<file path="config.mk">
export PLATFORM = sky130hd
export DESIGN_NAME = ser_tx
export DESIGN_NICKNAME = d
export VERILOG_FILES = /design/src/rtl/ser_tx_pkg.sv /design/src/rtl/ser_tx_ctrl.sv /design/src/rtl/ser_tx_dp.sv /design/src/rtl/ser_tx.sv
export SDC_FILE = /design/constraint.sdc
export NUM_CORES = 1
export LEC_CHECK = 0
export BUFFER_PORTS_ARGS = -buffer_cell sky130_fd_sc_hd__clkbuf_2
export CAP_MARGIN = 20
export CORE_UTILIZATION = 58
export DETAILED_ROUTE_END_ITERATION = 6
export GPL_ROUTABILITY_DRIVEN = 0
export HOLD_SLACK_MARGIN = 0.1
export PLACE_DENSITY = 0.8
export SETUP_SLACK_MARGIN = 0.02
export SLEW_MARGIN = 20
export SYNTH_ARGS = -nofsm -noshare
export SYNTH_HDL_FRONTEND = slang
export SYNTH_HIERARCHICAL = 1
export SYNTH_SLANG_ARGS = --single-unit
export TNS_END_PERCENT = 50
</file>
<file path="constraint.sdc">
create_clock -name clk -period 3.27 [get_ports clk]
set_input_delay 0.8175 -clock clk [delete_from_list [all_inputs] [get_ports clk]]
set_output_delay 0.8175 -clock clk [all_outputs]
set_load 0.01 [all_outputs]
</file>
<file path="src/rtl/ser_tx_pkg.sv">
package ser_tx_pkg;

  typedef enum logic [2:0] {
    PH_IDLE  = 3'd0,
    PH_START = 3'd1,
    PH_DATA  = 3'd2,
    PH_PAR   = 3'd3,
    PH_STOP  = 3'd4
  } txPhase_e;

  typedef enum logic [2:0] {
    PAR_NONE  = 3'd0,
    PAR_EVEN  = 3'd1,
    PAR_ODD   = 3'd2,
    PAR_ONE   = 3'd3,
    PAR_ZERO  = 3'd4
  } parMode_e;

  // strobes and state handed from control to datapath
  typedef struct packed {
    logic     load;   // holding register moves into the shifter
    logic     shift;  // advance to the next data bit
    logic     brk;    // current frame is a break
    txPhase_e phase;
  } txCtl_t;

endpackage

</file>
<file path="src/rtl/ser_tx_ctrl.sv">
module ser_tx_ctrl
  import ser_tx_pkg::*;
#(
  parameter int DATA_W = 15,
  parameter int OSR    = 16,
  localparam int NB_W  = $clog2(DATA_W + 1),
  localparam int HALF  = OSR / 2,
  localparam int CNT_W = $clog2(2 * OSR)
) (
  input  logic            clk,
  input  logic            rstN,
  input  logic            tick16,
  input  logic            brkReq,
  input  logic            holdFull,
  input  logic [NB_W-1:0] cfgDataBits,
  input  logic [2:0]      cfgParity,
  input  logic [2:0]      cfgHalfStops,
  output logic [NB_W-1:0] loadBits,
  output txCtl_t          ctl,
  output logic            shiftEmpty
);

  txPhase_e        phase;
  logic [CNT_W-1:0] tickCnt;
  logic [CNT_W-1:0] lenM1;
  logic [NB_W-1:0]  bitsLeft;
  logic             parQ;
  logic [2:0]       hsQ;
  logic             brkQ;
  logic             brkPend;

  logic             parOnIn;
  logic [NB_W-1:0]  effBits;
  logic [2:0]       effHs;
  logic             startBrk;
  logic             startChr;
  logic             phaseEnd;

  // configuration sanitising, sampled only at frame start
  always_comb begin
    parOnIn = (cfgParity != 3'd0) && (cfgParity <= 3'd4);
    effBits = cfgDataBits;
    if (effBits == '0) effBits = NB_W'(1);
    if (effBits >= NB_W'(DATA_W))
      effBits = parOnIn ? NB_W'(DATA_W - 1) : NB_W'(DATA_W);
    effHs = cfgHalfStops;
    if (effHs < 3'd2) effHs = 3'd2;
    if (effHs > 3'd4) effHs = 3'd4;
  end

  assign loadBits = effBits;

  // a pending break wins over a queued character
  assign startBrk = (phase == PH_IDLE) && brkPend;
  assign startChr = (phase == PH_IDLE) && !brkPend && holdFull;

  always_comb begin
    if (phase == PH_STOP) lenM1 = CNT_W'(hsQ) * CNT_W'(HALF) - CNT_W'(1);
    else                  lenM1 = CNT_W'(OSR - 1);
  end

  assign phaseEnd = tick16 && (phase != PH_IDLE) && (tickCnt == lenM1);

  always_ff @(posedge clk or negedge rstN) begin
    if (!rstN) begin
      phase    <= PH_IDLE;
      tickCnt  <= '0;
      bitsLeft <= '0;
      parQ     <= 1'b0;
      hsQ      <= 3'd2;
      brkQ     <= 1'b0;
      brkPend  <= 1'b0;
    end else begin
      if (startBrk)    brkPend <= 1'b0;
      else if (brkReq) brkPend <= 1'b1;

      if (phase == PH_IDLE) begin
        if (startBrk || startChr) begin
          phase    <= PH_START;
          tickCnt  <= '0;
          bitsLeft <= effBits;
          parQ     <= parOnIn;
          hsQ      <= effHs;
          brkQ     <= startBrk;
        end
      end else if (tick16) begin
        if (tickCnt == lenM1) begin
          tickCnt <= '0;
          case (phase)
            PH_START: phase <= PH_DATA;
            PH_DATA: begin
              if (bitsLeft == NB_W'(1)) phase <= parQ ? PH_PAR : PH_STOP;
              else                      bitsLeft <= bitsLeft - 1'b1;
            end
            PH_PAR:  phase <= PH_STOP;
            default: phase <= PH_IDLE;
          endcase
        end else begin
          tickCnt <= tickCnt + 1'b1;
        end
      end
    end
  end

  always_comb begin
    ctl.load   = startChr;
    ctl.shift  = phaseEnd && (phase == PH_DATA);
    ctl.brk    = brkQ;
    ctl.phase  = phase;
  end

  assign shiftEmpty = (phase == PH_IDLE);

  // bit timers only move on a tick
  p_tick_pace_r2: assert property (@(posedge clk) disable iff (!rstN)
    (phase != PH_IDLE && !tick16) |=> $stable(tickCnt));

  // captured frame settings hold for the whole frame
  p_cfg_hold_r5: assert property (@(posedge clk) disable iff (!rstN)
    (phase != PH_IDLE && $past(phase) != PH_IDLE) |->
      ($stable(hsQ) && $stable(parQ) && $stable(brkQ)));

  // a break request is consumed by a break frame start
  p_break_taken_r9: assert property (@(posedge clk) disable iff (!rstN)
    (brkPend && phase == PH_IDLE) |=> (phase == PH_START && brkQ));

endmodule

</file>
<file path="src/rtl/ser_tx_dp.sv">
module ser_tx_dp
  import ser_tx_pkg::*;
#(
  parameter int DATA_W = 15,
  localparam int NB_W  = $clog2(DATA_W + 1)
) (
  input  logic              clk,
  input  logic              rstN,
  input  logic              wrEn,
  input  logic [DATA_W-1:0] wrData,
  input  logic [NB_W-1:0]   loadBits,
  input  logic [2:0]        loadParMode,
  input  txCtl_t            ctl,
  output logic              holdFull,
  output logic              txLine,
  output logic              txEmptyIrq,
  output logic              wrOverflow
);

  logic [DATA_W-1:0] holdData;
  logic [DATA_W-1:0] shReg;
  logic [DATA_W-1:0] mask;
  logic [DATA_W-1:0] masked;
  logic              parQ;
  logic              parCalc;
  logic              accept;
  logic              irqQ;
  logic              ovfQ;

  // keep only the selected number of low data bits
  for (genvar gi = 0; gi < DATA_W; gi++) begin : g_mask
    assign mask[gi] = (NB_W'(gi) < loadBits);
  end
  assign masked = holdData & mask;

  always_comb begin
    case (loadParMode)
      PAR_EVEN: parCalc = ^masked;
      PAR_ODD:  parCalc = ~^masked;
      PAR_ONE:  parCalc = 1'b1;
      default:  parCalc = 1'b0;
    endcase
  end

  // a write is taken if the holder is free or is being emptied this cycle
  assign accept = wrEn && (!holdFull || ctl.load);

  always_ff @(posedge clk or negedge rstN) begin
    if (!rstN) begin
      holdFull <= 1'b0;
      holdData <= '0;
      shReg    <= '0;
      parQ     <= 1'b0;
      irqQ     <= 1'b0;
      ovfQ     <= 1'b0;
    end else begin
      if (ctl.load)    holdFull <= accept;
      else if (accept) holdFull <= 1'b1;
      if (accept) holdData <= wrData;
      if (wrEn && holdFull && !ctl.load) ovfQ <= 1'b1;
      irqQ <= ctl.load;
      if (ctl.load) begin
        shReg <= masked;
        parQ  <= parCalc;
      end else if (ctl.shift) begin
        shReg <= shReg >> 1;
      end
    end
  end

  always_comb begin
    case (ctl.phase)
      PH_START: txLine = 1'b0;
      PH_DATA:  txLine = shReg[0] & ~ctl.brk;
      PH_PAR:   txLine = parQ & ~ctl.brk;
      PH_STOP:  txLine = ~ctl.brk;
      default:  txLine = 1'b1;
    endcase
  end

  assign txEmptyIrq = irqQ;
  assign wrOverflow = ovfQ;

  // a write into a free holder fills it
  p_hold_fill_r6: assert property (@(posedge clk) disable iff (!rstN)
    (wrEn && !holdFull) |=> holdFull);

  // interrupt is a single clock wide
  p_irq_pulse_r7: assert property (@(posedge clk) disable iff (!rstN)
    txEmptyIrq |=> !txEmptyIrq);

  // interrupt lines up with a start bit on the line
  p_irq_start_r7: assert property (@(posedge clk) disable iff (!rstN)
    txEmptyIrq |-> (ctl.phase == PH_START && !txLine));

  // overflow flag never clears outside reset
  p_ovf_sticky_r8: assert property (@(posedge clk) disable iff (!rstN)
    wrOverflow |=> wrOverflow);

  // break frames raise no interrupt
  p_break_no_irq_r9: assert property (@(posedge clk) disable iff (!rstN)
    (ctl.brk && ctl.phase != PH_IDLE) |-> !txEmptyIrq);

endmodule

</file>
<file path="src/rtl/ser_tx.sv">
module ser_tx
  import ser_tx_pkg::*;
#(
  parameter int DATA_W = 15,
  parameter int OSR    = 16,
  localparam int NB_W  = $clog2(DATA_W + 1)
) (
  input  logic              clk,
  input  logic              rstN,
  input  logic              tick16,
  input  logic [NB_W-1:0]   cfgDataBits,
  input  logic [2:0]        cfgParity,
  input  logic [2:0]        cfgHalfStops,
  input  logic              wrEn,
  input  logic [DATA_W-1:0] wrData,
  input  logic              brkReq,
  output logic              txLine,
  output logic              holdEmpty,
  output logic              shiftEmpty,
  output logic              txEmptyIrq,
  output logic              wrOverflow
);

  txCtl_t          ctl;
  logic            holdFull;
  logic [NB_W-1:0] loadBits;

  ser_tx_ctrl #(.DATA_W(DATA_W), .OSR(OSR)) u_ctrl (
    .clk          (clk),
    .rstN         (rstN),
    .tick16       (tick16),
    .brkReq       (brkReq),
    .holdFull     (holdFull),
    .cfgDataBits  (cfgDataBits),
    .cfgParity    (cfgParity),
    .cfgHalfStops (cfgHalfStops),
    .loadBits     (loadBits),
    .ctl          (ctl),
    .shiftEmpty   (shiftEmpty)
  );

  ser_tx_dp #(.DATA_W(DATA_W)) u_dp (
    .clk         (clk),
    .rstN        (rstN),
    .wrEn        (wrEn),
    .wrData      (wrData),
    .loadBits    (loadBits),
    .loadParMode (cfgParity),
    .ctl         (ctl),
    .holdFull    (holdFull),
    .txLine      (txLine),
    .txEmptyIrq  (txEmptyIrq),
    .wrOverflow  (wrOverflow)
  );

  assign holdEmpty = !holdFull;

endmodule

</file>
==> impl_metrics.py <==
metrics = {
    "logic_synthesis": {
        "synth.distinct_cells": 54,
        "ys_seq_area_share_pct": 44.64,
        "syn_nets": 326,
        "synthArstFlopShare_pct": 100.0,
        "netlist_instances": 293,
        "synth_area_sq_um": 2861,
        "yosysWarnings": 6,
        "avgSynthCellArea_sq_um": 9.766,
        "synth_edf_count": 0,
        "synth-main-ff-cell": "dfrtp_1",
        "ys_seq_elements": 51,
    },
    "power_and_ir_drop": {
        "power_density_nw_per_um2": 448.6,
        "vdd_drop_max_mv": 0.3149,
        "p_leak_nw": 1.509,
    },
    "floorplanning": {
        "die_y_um": 72.24,
        "core_sq_um": 4723,
        "dieArea_sq_um": 5219,
        "rows": 25,
        "ios": 35,
        "start_util_pct": 60.58,
        "fp.dieW_um": 72.24,
    },
    "setup_path": {
        "r2r_cells": 8,
        "worstPathArrival_ns": 3.17,
        "crit_fanout": 7,
        "crit_type": "input port to flop",
        "start_kind": "input port",
        "critical_path_required_ns": 3.45,
        "crit_top_cell": "a21oi_1",
        "crit_chain": "clkbuf_2 > nor2_1 > xor2_1 > o21ai_0 > a21oi_1 > buf_4 > or3_4 > a21oi_2 > a21oi_1 > o21ai_2 > xnor3_1 > xnor2_1 > mux2i_1 > o22ai_1",
        "crit_slowest_cell": "or3_4",
        "worst-path-buf-inv": 2,
        "crit_family": "compound AO/OA/AOI/OAI gates",
        "endpoint_kind": "flop",
        "worstSetupPathDepth": 14,
        "slowest_delay_ns": 0.40,
        "reg2reg_from": "u_ctrl/phase[0]$_DFFE_PN0P_",
        "startpoint": "cfgParity[1]",
    },
    "clock_tree": {
        "h-tree-depth": 2,
        "hold_buffers": 0,
        "cts_tree": "done",
        "clk_latency_ns": 0.30,
        "cts_root_buf": "clkbuf_8",
        "numCtsBuffers": 5,
        "clkTransAtPathRegs_ns": 0.09,
        "cts_max_path_buffers": 2,
        "cts_setup_buffers": 0,
        "cts.sinks": 51,
        "cts_resized": 0,
    },
    "global_routing": {
        "grt_max_degree": 38,
        "track_usage_pct": 25.16,
        "grt_pass1_wl_um": 10230,
        "overflow": 0,
        "first_global_vias": 2166,
        "antenna_found_initial": 0,
    },
    "min_path": {
        "holdPathStages": 1,
        "hold_start": "u_dp/wrOverflow$_DFFE_PN0P_",
        "worstHoldPathType": "flop to flop",
    },
    "timing": {
        "setup_violations": 0,
        "setup_tns_ns": 0,
        "slew_headroom_pct": 37.96,
        "fmaxAchievable_mhz": 334.3,
        "fin_ws_ns": 0.2786,
        "drv_slew": 0,
        "worstMarginPinSlew_ns": 0.9306,
        "period_minus_slack_ns": 2.991,
        "rsz0062_at_grt": "false",
        "finalCritPeriodShare_pct": 91.48,
        "hold_ws_ns": 0.4942,
        "finalHoldViolations": 0,
        "clock_skew_ns": 0.004550,
    },
    "placement": {
        "dp.final_hpwl_um": 4335,
        "portBuffers": 34,
        "dp_slack_ns": -0.01201,
    },
    "final_layout": {
        "final_cell_mix": "dfrtp_1, clkbuf_2, nand2_1, o21ai_0",
        "nFillCells": 368,
        "final_common_cell": "dfrtp_1",
        "fin_util_pct": 68.77,
        "drive_gt1_share_pct": 24.24,
        "areaGrowthSynthToFinish_pct": 13.51,
        "antennaDiodeCount": 0,
        "fin_nets": 362,
    },
    "routing": {
        "drc_errors": 0,
        "drtIter0Drc": 146,
        "final_antenna_net_count": 0,
        "vias_per_cell": 5.781,
        "wire_per_inst_um": 14.93,
        "drt-pass1-iter-count": 5,
        "route.final.wire_length_um": 5926,
        "num_vias": 2295,
    },
    "job": {
        "drv_cap": 0,
    },
    "status": {
        "status": "finished, final reports clean",
    },
}
cell type report:
type                            count  area [sq um]  share of cell area, %
Sequential cell                    51          1277                  39.33
Multi-Input combinational cell    211          1450                  44.65
Timing Repair Buffer               49         282.8                  8.706
Tap cell                           67         83.83                  2.581
Clock inverter                      3         43.79                  1.348
Clock buffer                        5         68.82                  2.119
Inverter                           11         41.29                  1.271
Yosys cell counts (4+ instances only):
library cell,n,area (sq um)
xor2_1,5,43.79
o22ai_1,5,31.28
nand3_1,11,55.05
nor2b_1,7,43.79
nor2_1,16,60.06
nor3_1,4,20.02
xnor2_1,8,70.07
a211oi_1,4,30.03
inv_1,11,41.29
nand4_1,6,37.54
mux2i_1,15,150.1
nand2_1,30,112.6
clkbuf_1,13,48.80
o21ai_0,16,80.08
a21oi_1,13,65.06
mux2_2,15,168.9
dfrtp_1,50,1251
flip-flops by register name, summed over array words and instances (netlist names), 2 cells and up:
| register | flops |
|---|---|
| u_ctrl/tickCnt | 5 |
| u_ctrl/bitsLeft | 4 |
| u_dp/shReg | 15 |
| u_ctrl/phase | 3 |
| u_dp/holdData | 15 |
| u_ctrl/hsQ | 2 |
layer usage:
layer | part of all wire, % | wire [um] | global-route usage [%] | vias to the layer above
met3 | 4.3 | 255 | 3.333 | 9
met1 | 47 | 2796 | 36.65 | 1109
li1 | - | - | - | 1120
met5 | 0 | 0 | 0 | -
met2 | 47 | 2799 | 39.88 | 57
met4 | 1.3 | 75 | 6.754 | 0
per-stage QoR:
step                instances  area (sq um)  total power, mW
floorplan                 293          2861           0.9531
global placement          389          3136            1.025
detailed placement        389          3136            1.038
CTS                       397          3248            1.473
global route              397          3248            1.545
finish                    397          3248            1.457
cell families (layout without fill, tap and decap cells):
kind of cell / count (synthesis) / count (layout) / synth area share, %
AO/OA/AOI/OAI: 66 / 66 / 15.26
multiplexers: 31 / 31 / 11.54
adder cells (fa/ha/maj): 3 / 3 / 1.312
flip-flops: 51 / 51 / 44.64
XOR/XNOR: 14 / 14 / 4.766
buffers and inverters: 31 / 68 / 4.766
AND/OR/NAND/NOR: 97 / 97 / 17.71
path summary, 6_finish.rpt:
kind                                                  to  slack [ns]
setup / recovery                   u_dp/parQ$_DFFE_PN0P_        0.28
hold / removal               u_dp/wrOverflow$_DFFE_PN0P_        0.49
setup reg to reg               u_dp/shReg[6]$_DFFE_PN0P_        0.61
hold reg to reg              u_dp/wrOverflow$_DFFE_PN0P_        0.49
max in group asynchronous   u_dp/holdData[4]$_DFFE_PN0P_        1.94
min in group asynchronous  u_ctrl/tickCnt[3]$_DFFE_PN0P_        0.64
worst reg2reg max path, cell delays in order, from the launching register on:
cell and delay (ns):
dfrtp_1 0.50, or3b_1 0.42, o21a_1 0.19, or4_1 0.56, nor2b_1 0.15, buf_4 0.29, nor2b_1 0.09, a211oi_1 0.27
a21oi_1 0.07
where the power goes:
part           internal [mW]  switching [mW]  leakage [nW]
Sequential             0.701          0.0697         0.633
Combinational          0.132           0.125         0.818
Clock                  0.228           0.202        0.0581
(Power assumes the default switching activity.)
